<file path="config.mk">
export PLATFORM = sky130hd
export DESIGN_NAME = ipc_doorbell_mbox
export DESIGN_NICKNAME = d
export VERILOG_FILES = /design/src/rtl/ipc_mbox_pkg.sv /design/src/rtl/ipc_msg_chan.sv /design/src/rtl/ipc_bus_port.sv /design/src/rtl/ipc_doorbell_mbox.sv
export SDC_FILE = /design/constraint.sdc
export NUM_CORES = 1
export LEC_CHECK = 0
export ABC_AREA = 1
export BUFFER_PORTS_ARGS = -buffer_cell sky130_fd_sc_hd__buf_2
export CAP_MARGIN = 40
export CELL_PAD_IN_SITES_DETAIL_PLACEMENT = 1
export CELL_PAD_IN_SITES_GLOBAL_PLACEMENT = 1
export CORE_MARGIN = 4
export CORE_UTILIZATION = 40
export CTS_CLUSTER_DIAMETER = 80
export DETAILED_ROUTE_END_ITERATION = 6
export PLACE_DENSITY = 0.86
export SYNTH_ARGS = -nofsm -noshare
export SYNTH_HDL_FRONTEND = slang
export SYNTH_SLANG_ARGS = --single-unit
</file>
<file path="constraint.sdc">
create_clock -name clk -period 1.45 [get_ports clk]
set_input_delay 0.0725 -clock clk [delete_from_list [all_inputs] [get_ports clk]]
set_output_delay 0.0725 -clock clk [all_outputs]
set_load 0.01 [all_outputs]
</file>
<file path="src/rtl/ipc_mbox_pkg.sv">
package ipc_mbox_pkg;
  localparam int OFS_W = 3;
  localparam int NUM_SIDES = 2;

  typedef enum logic [OFS_W-1:0] {
    OFS_OUT_LO = 3'd0,
    OFS_OUT_HI = 3'd1,
    OFS_IN_LO  = 3'd2,
    OFS_IN_HI  = 3'd3,
    OFS_MASK   = 3'd4,
    OFS_OVR    = 3'd5
  } mbox_ofs_e;

  typedef struct packed {
    logic done_en;
    logic msg_en;
  } irq_mask_t;
endpackage

</file>
<file path="src/rtl/ipc_msg_chan.sv">
module ipc_msg_chan
  import ipc_mbox_pkg::*;
#(
  parameter int BUS_W = 32
) (
  input  logic               clk,
  input  logic               rst_n,
  input  logic               snd_we_lo,
  input  logic               snd_we_hi,
  input  logic [BUS_W-1:0]   snd_wdata,
  input  logic               rcv_we_hi,
  input  logic [BUS_W-1:0]   rcv_wdata,
  input  logic               ovr_clr,
  output logic [2*BUS_W-1:0] msg,
  output logic               overrun
);
  localparam int MSG_W    = 2 * BUS_W;
  localparam int BUSY_BIT = MSG_W - 1;
  localparam int DONE_BIT = MSG_W - 2;

  logic [MSG_W-1:0] word_q;
  logic             ovr_q;
  logic             busy;
  logic             snd_req;
  logic             snd_ok;
  logic             snd_drop;
  logic             rcv_ok;

  always_comb begin
    busy     = word_q[BUSY_BIT];
    snd_req  = snd_we_lo | snd_we_hi;
    snd_ok   = snd_req & ~busy;
    snd_drop = snd_req & busy;
    // a sender write that is accepted takes precedence over the acknowledge
    rcv_ok   = rcv_we_hi & ~snd_ok;
  end

  always_ff @(posedge clk or negedge rst_n) begin
    if (!rst_n) begin
      word_q <= '0;
    end else if (snd_ok) begin
      if (snd_we_lo) word_q[BUS_W-1:0]     <= snd_wdata;
      else           word_q[MSG_W-1:BUS_W] <= snd_wdata;
    end else if (rcv_ok) begin
      // receiver may only release busy, never raise it
      word_q[BUSY_BIT] <= busy & rcv_wdata[BUS_W-1];
      word_q[DONE_BIT] <= rcv_wdata[BUS_W-2];
    end
  end

  always_ff @(posedge clk or negedge rst_n) begin
    if (!rst_n)        ovr_q <= 1'b0;
    else if (snd_drop) ovr_q <= 1'b1;
    else if (ovr_clr)  ovr_q <= 1'b0;
  end

  assign msg     = word_q;
  assign overrun = ovr_q;
endmodule

</file>
<file path="src/rtl/ipc_bus_port.sv">
module ipc_bus_port
  import ipc_mbox_pkg::*;
#(
  parameter int BUS_W = 32
) (
  input  logic               clk,
  input  logic               rst_n,
  input  logic [OFS_W-1:0]   addr,
  input  logic               wr_en,
  input  logic [BUS_W-1:0]   wdata,
  input  logic [2*BUS_W-1:0] out_msg,
  input  logic [2*BUS_W-1:0] in_msg,
  input  logic               out_ovr,
  output logic               out_we_lo,
  output logic               out_we_hi,
  output logic               in_we_hi,
  output logic               ovr_clr,
  output irq_mask_t          mask,
  output logic [BUS_W-1:0]   rdata
);
  localparam int MSG_W = 2 * BUS_W;

  irq_mask_t mask_q;

  always_comb begin
    out_we_lo = wr_en && (addr == OFS_OUT_LO);
    out_we_hi = wr_en && (addr == OFS_OUT_HI);
    in_we_hi  = wr_en && (addr == OFS_IN_HI);
    ovr_clr   = wr_en && (addr == OFS_OVR) && wdata[0];
  end

  always_ff @(posedge clk or negedge rst_n) begin
    if (!rst_n)                               mask_q <= '0;
    else if (wr_en && (addr == OFS_MASK))     mask_q <= irq_mask_t'(wdata[1:0]);
  end

  always_comb begin
    rdata = '0;
    case (addr)
      OFS_OUT_LO: rdata = out_msg[BUS_W-1:0];
      OFS_OUT_HI: rdata = out_msg[MSG_W-1:BUS_W];
      OFS_IN_LO:  rdata = in_msg[BUS_W-1:0];
      OFS_IN_HI:  rdata = in_msg[MSG_W-1:BUS_W];
      OFS_MASK:   rdata[1:0] = mask_q;
      OFS_OVR:    rdata[0] = out_ovr;
      default:    rdata = '0;
    endcase
  end

  assign mask = mask_q;
endmodule

</file>
<file path="src/rtl/ipc_doorbell_mbox.sv">
module ipc_doorbell_mbox
  import ipc_mbox_pkg::*;
#(
  parameter int BUS_W = 32
) (
  input  logic             clk,
  input  logic             rst_n,
  input  logic [2:0]       a_addr,
  input  logic             a_wr_en,
  input  logic [BUS_W-1:0] a_wdata,
  output logic [BUS_W-1:0] a_rdata,
  input  logic [2:0]       b_addr,
  input  logic             b_wr_en,
  input  logic [BUS_W-1:0] b_wdata,
  output logic [BUS_W-1:0] b_rdata,
  output logic             a_irq_msg,
  output logic             a_irq_done,
  output logic             b_irq_msg,
  output logic             b_irq_done
);
  localparam int MSG_W    = 2 * BUS_W;
  localparam int BUSY_BIT = MSG_W - 1;
  localparam int DONE_BIT = MSG_W - 2;

  // index 0 = side A, index 1 = side B; channel i carries side i's outgoing word
  logic [OFS_W-1:0] side_addr  [NUM_SIDES];
  logic             side_we    [NUM_SIDES];
  logic [BUS_W-1:0] side_wdata [NUM_SIDES];
  logic [BUS_W-1:0] side_rdata [NUM_SIDES];
  logic             we_out_lo  [NUM_SIDES];
  logic             we_out_hi  [NUM_SIDES];
  logic             we_in_hi   [NUM_SIDES];
  logic             clr_ovr    [NUM_SIDES];
  irq_mask_t        side_mask  [NUM_SIDES];
  logic [MSG_W-1:0] chan_msg   [NUM_SIDES];
  logic             chan_ovr   [NUM_SIDES];
  logic             irq_msg    [NUM_SIDES];
  logic             irq_done   [NUM_SIDES];

  assign side_addr[0]  = a_addr;
  assign side_we[0]    = a_wr_en;
  assign side_wdata[0] = a_wdata;
  assign side_addr[1]  = b_addr;
  assign side_we[1]    = b_wr_en;
  assign side_wdata[1] = b_wdata;

  for (genvar s = 0; s < NUM_SIDES; s++) begin : g_side
    localparam int PEER = NUM_SIDES - 1 - s;

    ipc_msg_chan #(.BUS_W(BUS_W)) u_chan (
      .clk       (clk),
      .rst_n     (rst_n),
      .snd_we_lo (we_out_lo[s]),
      .snd_we_hi (we_out_hi[s]),
      .snd_wdata (side_wdata[s]),
      .rcv_we_hi (we_in_hi[PEER]),
      .rcv_wdata (side_wdata[PEER]),
      .ovr_clr   (clr_ovr[s]),
      .msg       (chan_msg[s]),
      .overrun   (chan_ovr[s])
    );

    ipc_bus_port #(.BUS_W(BUS_W)) u_port (
      .clk       (clk),
      .rst_n     (rst_n),
      .addr      (side_addr[s]),
      .wr_en     (side_we[s]),
      .wdata     (side_wdata[s]),
      .out_msg   (chan_msg[s]),
      .in_msg    (chan_msg[PEER]),
      .out_ovr   (chan_ovr[s]),
      .out_we_lo (we_out_lo[s]),
      .out_we_hi (we_out_hi[s]),
      .in_we_hi  (we_in_hi[s]),
      .ovr_clr   (clr_ovr[s]),
      .mask      (side_mask[s]),
      .rdata     (side_rdata[s])
    );

    assign irq_msg[s]  = chan_msg[PEER][BUSY_BIT] & side_mask[s].msg_en;
    assign irq_done[s] = chan_msg[s][DONE_BIT]    & side_mask[s].done_en;
  end

  assign a_rdata    = side_rdata[0];
  assign b_rdata    = side_rdata[1];
  assign a_irq_msg  = irq_msg[0];
  assign a_irq_done = irq_done[0];
  assign b_irq_msg  = irq_msg[1];
  assign b_irq_done = irq_done[1];
endmodule

</file>
# Yosys cells after proc, flatten, opt, wreduce, memory -nomap -nowiden

Cells that the tools add are included.
W data, S select, Z words.

Memories kept: 0
RAM bits: 0
Output and inout port bits: 68
Latch bits: 0
Memory bits (read-only): 0
Logic and storage cells: 84
Flip-flop bits (word level): 134
Input bits: 74

Shift operators: 0
Bitwise logic cells: 20
Add/sub/neg operators: 0
Reduce and logical (&&, ||, !) cells: 24
$mul: 0
Magnitude comparators: 0
Multiplexer cells: 16
Equal/unequal tests: 12
Div/mod/pow operators: 0

Operator list:

| cell                 | number |
|---|---|
| $pmux W30 S4         | 2 |
| $mux W32             | 2 |
| $and A1 B1 Y1        | 12 |
| $eq A3 B2 Y1 const B | 4 |
| $eq A3 B3 Y1 const B | 4 |
| $logic_and A1 B1 Y1  | 12 |
| $pmux W1 S6          | 2 |
| $reduce_and A2 Y1    | 6 |
| $pmux W1 S5          | 2 |
| $mux W2              | 4 |
| $reduce_bool A2 Y1   | 4 |
| $eq A3 B1 Y1 const B | 2 |
| $logic_not A3 Y1     | 2 |
| $not A1 Y1           | 6 |
| $mux W1              | 4 |
| $ne A2 B2 Y1 const B | 2 |
| $or A1 B1 Y1         | 2 |

# Longest topological paths before layout

Depth after elaboration: 8
Gate-level depth with buffers: 8
Mapped depth without buffers: 7

# Cells and area by module

From an unflattened synthesis, not the netlist that was laid out.

Cells, all modules: 1120
Area, all modules: 7945.1 um^2

Modules (own cells, without submodules):

| module            | instances | cells each | area each (um^2) | seq. area each (um^2) |
|---|---|---|---|---|
| ipc_msg_chan      | 2         | 252        | 2479.9           | 1626.6 |
| ipc_bus_port      | 2         | 304        | 1477.7           | 50.0 |
| ipc_doorbell_mbox | 1         | 8          | 30.0             | 0.0 |

# Worst setup path after synthesis

OpenSTA, ideal clock, no wires.

Path kind: register -> register
From: reg g_side[0].u_chan.word_q[63]
To: reg g_side[0].u_chan.word_q[63]
Slack: 0.229 ns
Required time: 1.384 ns
Setup time: 0.066 ns
Clock period less this slack: 1.221 ns
Arrival time: 1.156 ns
Cell stages (with the launch flop): 7
Buffers on the path: 1
Path through: dfrtp_1 > inv_1 > nand4_2 > buf_2 > o21bai_1 > nand2_1 > nand2_1

Word-level cells in the longest chain between the ends: 6
Elaborated cells between the ends (all ways): 10
Classes of those cells: eq/ne (1); mux (2); bitwise (5); reduce/logical (2)

Ends and longest elaborated chain:

| item                             | line               | RTL |
|---|---|---|
| start: declaration               | ipc_msg_chan.sv:21 | `logic [MSG_W-1:0] word_q;` |
| start signal: indexed assignment | ipc_msg_chan.sv:42 | `if (snd_we_lo) word_q[BUS_W-1:0] <= snd_wdata;` |
| start signal: indexed assignment | ipc_msg_chan.sv:43 | `else word_q[MSG_W-1:BUS_W] <= snd_wdata;` |
| start signal: indexed assignment | ipc_msg_chan.sv:46 | `word_q[BUSY_BIT] <= busy & rcv_wdata[BUS_W-1];` |
| $not A1 Y1                       | ipc_msg_chan.sv:32 | `snd_ok = snd_req & ~busy;` |
| $and A1 B1 Y1                    | ipc_msg_chan.sv:32 |  |
| $not A1 Y1                       | ipc_msg_chan.sv:35 | `rcv_ok = rcv_we_hi & ~snd_ok;` |
| $and A1 B1 Y1                    | ipc_msg_chan.sv:35 |  |
| $reduce_bool A2 Y1 (no line)     | n/a                |  |
| $reduce_and A2 Y1 (no line)      | n/a                |  |

Several ways; a longest one is shown, not always the timed one. The select of a mux whose other input is x is not followed.
A chain may end at the register's enable or synchronous reset.

# Final worst setup path

From: reg g_side[1].u_chan.word_q[52]
To: out a_rdata[20]

Word-level cells in the longest chain between the ends: 1

Ends and longest elaborated chain:

| item                             | line                    | RTL |
|---|---|---|
| start: declaration               | ipc_msg_chan.sv:21      |  |
| start signal: indexed assignment | ipc_msg_chan.sv:42      |  |
| start signal: indexed assignment | ipc_msg_chan.sv:43      |  |
| start signal: indexed assignment | ipc_msg_chan.sv:46      |  |
| $pmux W30 S4                     | ipc_bus_port.sv:39      | `case (addr)` |
| end: declaration                 | ipc_doorbell_mbox.sv:11 | `output logic [BUS_W-1:0] a_rdata,` |

Every way passes these cells.

==> impl_metrics.py <==
metrics = {
    "status": {
        "outcome": "finished clean",
    },
    "logic_synthesis": {
        "synth_xor_area_frac": 0,
        "syn_area_sq_um": 7060,
        "synth_top_family_by_area": "simple AND/OR/NAND/NOR gates",
        "synth_cell_types": 28,
        "ys_seq_area_frac": 0.475,
        "synthMuxAreaShare": 0,
        "ys_warn_count": 0,
        "avgSynthCellArea_sq_um": 7.83,
        "synth-edff-count": 0,
        "async_reset_ff_frac": 1.00,
        "synth_seq_cells": 134,
        "syn_nets": 975,
        "synth_compound_area_frac": 0.175,
        "synthCells": 901,
        "synthAdderAreaFrac": 0,
        "synthSimpleGateAreaFrac": 0.248,
        "synthFlopType": "dfrtp_1",
    },
    "pwr": {
        "netSwitchingFraction": 0.326,
        "clockPowerShare": 0.368,
        "p_seq_frac": 0.417,
        "p_leak_nw": 4.89,
        "vdd_drop_max_mv": 0.993,
        "power.switching_mw": 3.94,
        "power_mw": 12.1,
        "comb_power_share": 0.215,
        "internal_power_mw": 8.16,
        "power_density_nw_per_um2": 1250,
    },
    "timing": {
        "finalMaxSlewViolations": 0,
        "fmax_ghz": 0.710,
        "worst_clock_skew_ns": 0.0104,
        "whs_ns": 0.0538,
        "worstMarginPinSlew_ns": 0.452,
        "fin_crit_sh": 0.972,
        "hold_viol_final": 0,
        "setup_viol_count_final": 0,
        "maxSlewHeadroom": 0.699,
        "finalCriticalPeriod_ns": 1.41,
        "fin_tns_setup_ns": 0,
        "rsz0062_at_grt": "true",
    },
    "die": {
        "ios": 142,
        "die_height_um": 141,
        "start_util": 0.408,
        "die_area_sq_um": 19800,
        "rows": 48,
        "chipWidth_um": 141,
        "coreArea_sq_um": 17300,
    },
    "place": {
        "place.gp.congestion": 0.863,
        "dp_hpwl_um": 17400,
        "portBuffers": 141,
        "placed_cells": 1258,
        "placed_area_sq_um": 8330,
    },
    "layout": {
        "fin_area_sq_um": 9700,
        "drive_gt1_frac": 0.237,
        "fin_nets": 1199,
        "antenna_cells": 0,
        "final_common_cell": "nand2_1",
        "instances_no_fill": 1363,
        "areaGrowthSynthToFinish_pct": 37.4,
        "mostFrequentLayoutCells": "333 x nand2_1, 140 x buf_2, 134 x dfrtp_1, 108 x inv_1, 65 x dlygate4sd3_1",
    },
    "global_routing": {
        "grt_max_degree": 42,
        "grt_overflow": 0,
        "first_global_vias": 7869,
        "grt_antenna_before_repair": 0,
        "track_usage": 0.271,
        "grt_pass1_wl_um": 42500,
    },
    "drt": {
        "totalWireLength_um": 26800,
        "vias": 7494,
        "wl_per_cell_um": 19.7,
        "routed_via_density": 5.50,
        "drt_first_pass_iters": 5,
        "ant_nets": 0,
        "drc": 0,
        "drt_iter0_drc": 490,
    },
    "critical_path": {
        "path_max_fanout": 2,
        "start_kind": "register",
        "worstSetupPathType": "register to output pin",
        "worstPathArrival_ns": 1.34,
        "cp_cell_sequence": "inv_1 > o2111ai_1 > buf_2",
        "max_stage_delay_ns": 0.35,
        "required_ns": 1.38,
        "slowest_stage": "dfrtp_1",
        "cp-end-kind": "output pin",
    },
    "clocking": {
        "numCtsBuffers": 17,
        "cts_root_buf": "clkbuf_16",
        "clkTransAtPathRegs_ns": 0.07,
        "cts_tree": "yes",
        "htreeDepth": 4,
        "cts.sinks": 134,
        "clock_latency_ns": 0.43,
        "cts_buffer_depth": 2,
    },
    "hold_path": {
        "hp-class": "input port to register",
    },
    "run": {
        "drv_cap": 0,
    },
}
[synth_stat cells, types with 2 or more instances]
library cell | count | share of area
buf_1 | 2 | 0.0011
buf_2 | 27 | 0.019
buf_4 | 5 | 0.0053
buf_6 | 7 | 0.011
clkbuf_1 | 13 | 0.0069
dfrtp_1 | 134 | 0.48
inv_1 | 108 | 0.057
nand2_1 | 334 | 0.18
nand2_2 | 3 | 0.0027
nand3_1 | 59 | 0.042
nand4_1 | 3 | 0.0027
nor2_1 | 6 | 0.0032
nor2_4 | 4 | 0.0064
nor3_1 | 4 | 0.0028
o2111ai_1 | 60 | 0.074
o21ai_0 | 66 | 0.047
o21ai_1 | 34 | 0.024
o21ai_2 | 21 | 0.026
o21bai_1 | 2 | 0.0021
[sequential cells by signal (all words and copies together), names as in the netlist]
name,count
g_side.u_port.mask,4
g_side.u_chan.overrun,2
g_side.u_chan.msg,128
[kinds of logic (layout without fill, tap and decap cells)]
logic type	Yosys count	count (layout)
flip-flops	134	134
buffers and inverters	163	400
AND/OR/NAND/NOR	419	419
AO/OA/AOI/OAI	185	185
[power groups by stage]
| stage | registers, mW | clock network [mW] | logic [mW] |
|---|---|---|---|
| 2_1_floorplan | 4.90 | 0 | 1.35 |
| 3_3_place_gp | 5.05 | 0 | 2.21 |
| 3_5_place_dp | 5.08 | 0 | 2.31 |
| 4_1_cts | 5.03 | 4.48 | 2.48 |
| 5_1_grt | 5.13 | 4.66 | 2.89 |
| 6_report | 5.04 | 4.45 | 2.60 |
[per-layer routing]
layer  up-vias  GRT usage  share of wire
li1       3418          -              -
met1      3726      0.343           0.42
met2       297      0.464           0.50
met3        53     0.0482          0.057
met4         0      0.101          0.023
met5         -          0              0
[worst max-delay path: cells and delay by family, from the launching register on]
kind | cells | cell delay [ns]
compound gates | 1 | 0.29
buf+inv | 2 | 0.27
flops | 1 | 0.35
[metrics by stage]
stage	setup slack, ns	utilization
after CTS	0.00397	0.554
after global routing	-0.00584	0.561
after floorplan	0.229	-
after detailed placement	0.0911	0.481
after global placement	0.143	0.481
final	0.0413	0.561
[path summary, 6_finish.rpt]
path	from	to	slack [ns]	cells past startpoint
setup / recovery	g_side[1].u_chan.msg[52]	a_rdata[20]	0.04	3
hold / removal	b_wr_en	g_side[1].u_port.mask[1]	0.05	3
setup reg to reg	g_side[0].u_chan.msg[63]	g_side[0].u_chan.msg[62]	0.12	6
hold reg to reg	g_side[1].u_chan.msg[37]	g_side[1].u_chan.msg[37]	0.48	2
max in group asynchronous	rst_n	g_side[0].u_chan.msg[15]	0.74	3
min in group asynchronous	rst_n	g_side[1].u_port.mask[1]	0.15	2
[timing repair]
item	in CTS	in global routing
hold buffers	65	0
setup endpoints to repair	2	14
pin swaps	2	3
hold endpoints to repair	259	0
gates resized for setup	3	13
setup buffers	0	8
[area by class of cell]
cell class	instances	area (sq um)
Clock buffer	18	439
Fill cell	2106	7600
Tap cell	225	282
Clock inverter	14	150
Sequential cell	134	3350
Inverter	109	409
Timing Repair Buffer	259	2000
Multi-Input combinational cell	604	3060
No activity file was read; power rests on OpenSTA's default activity.
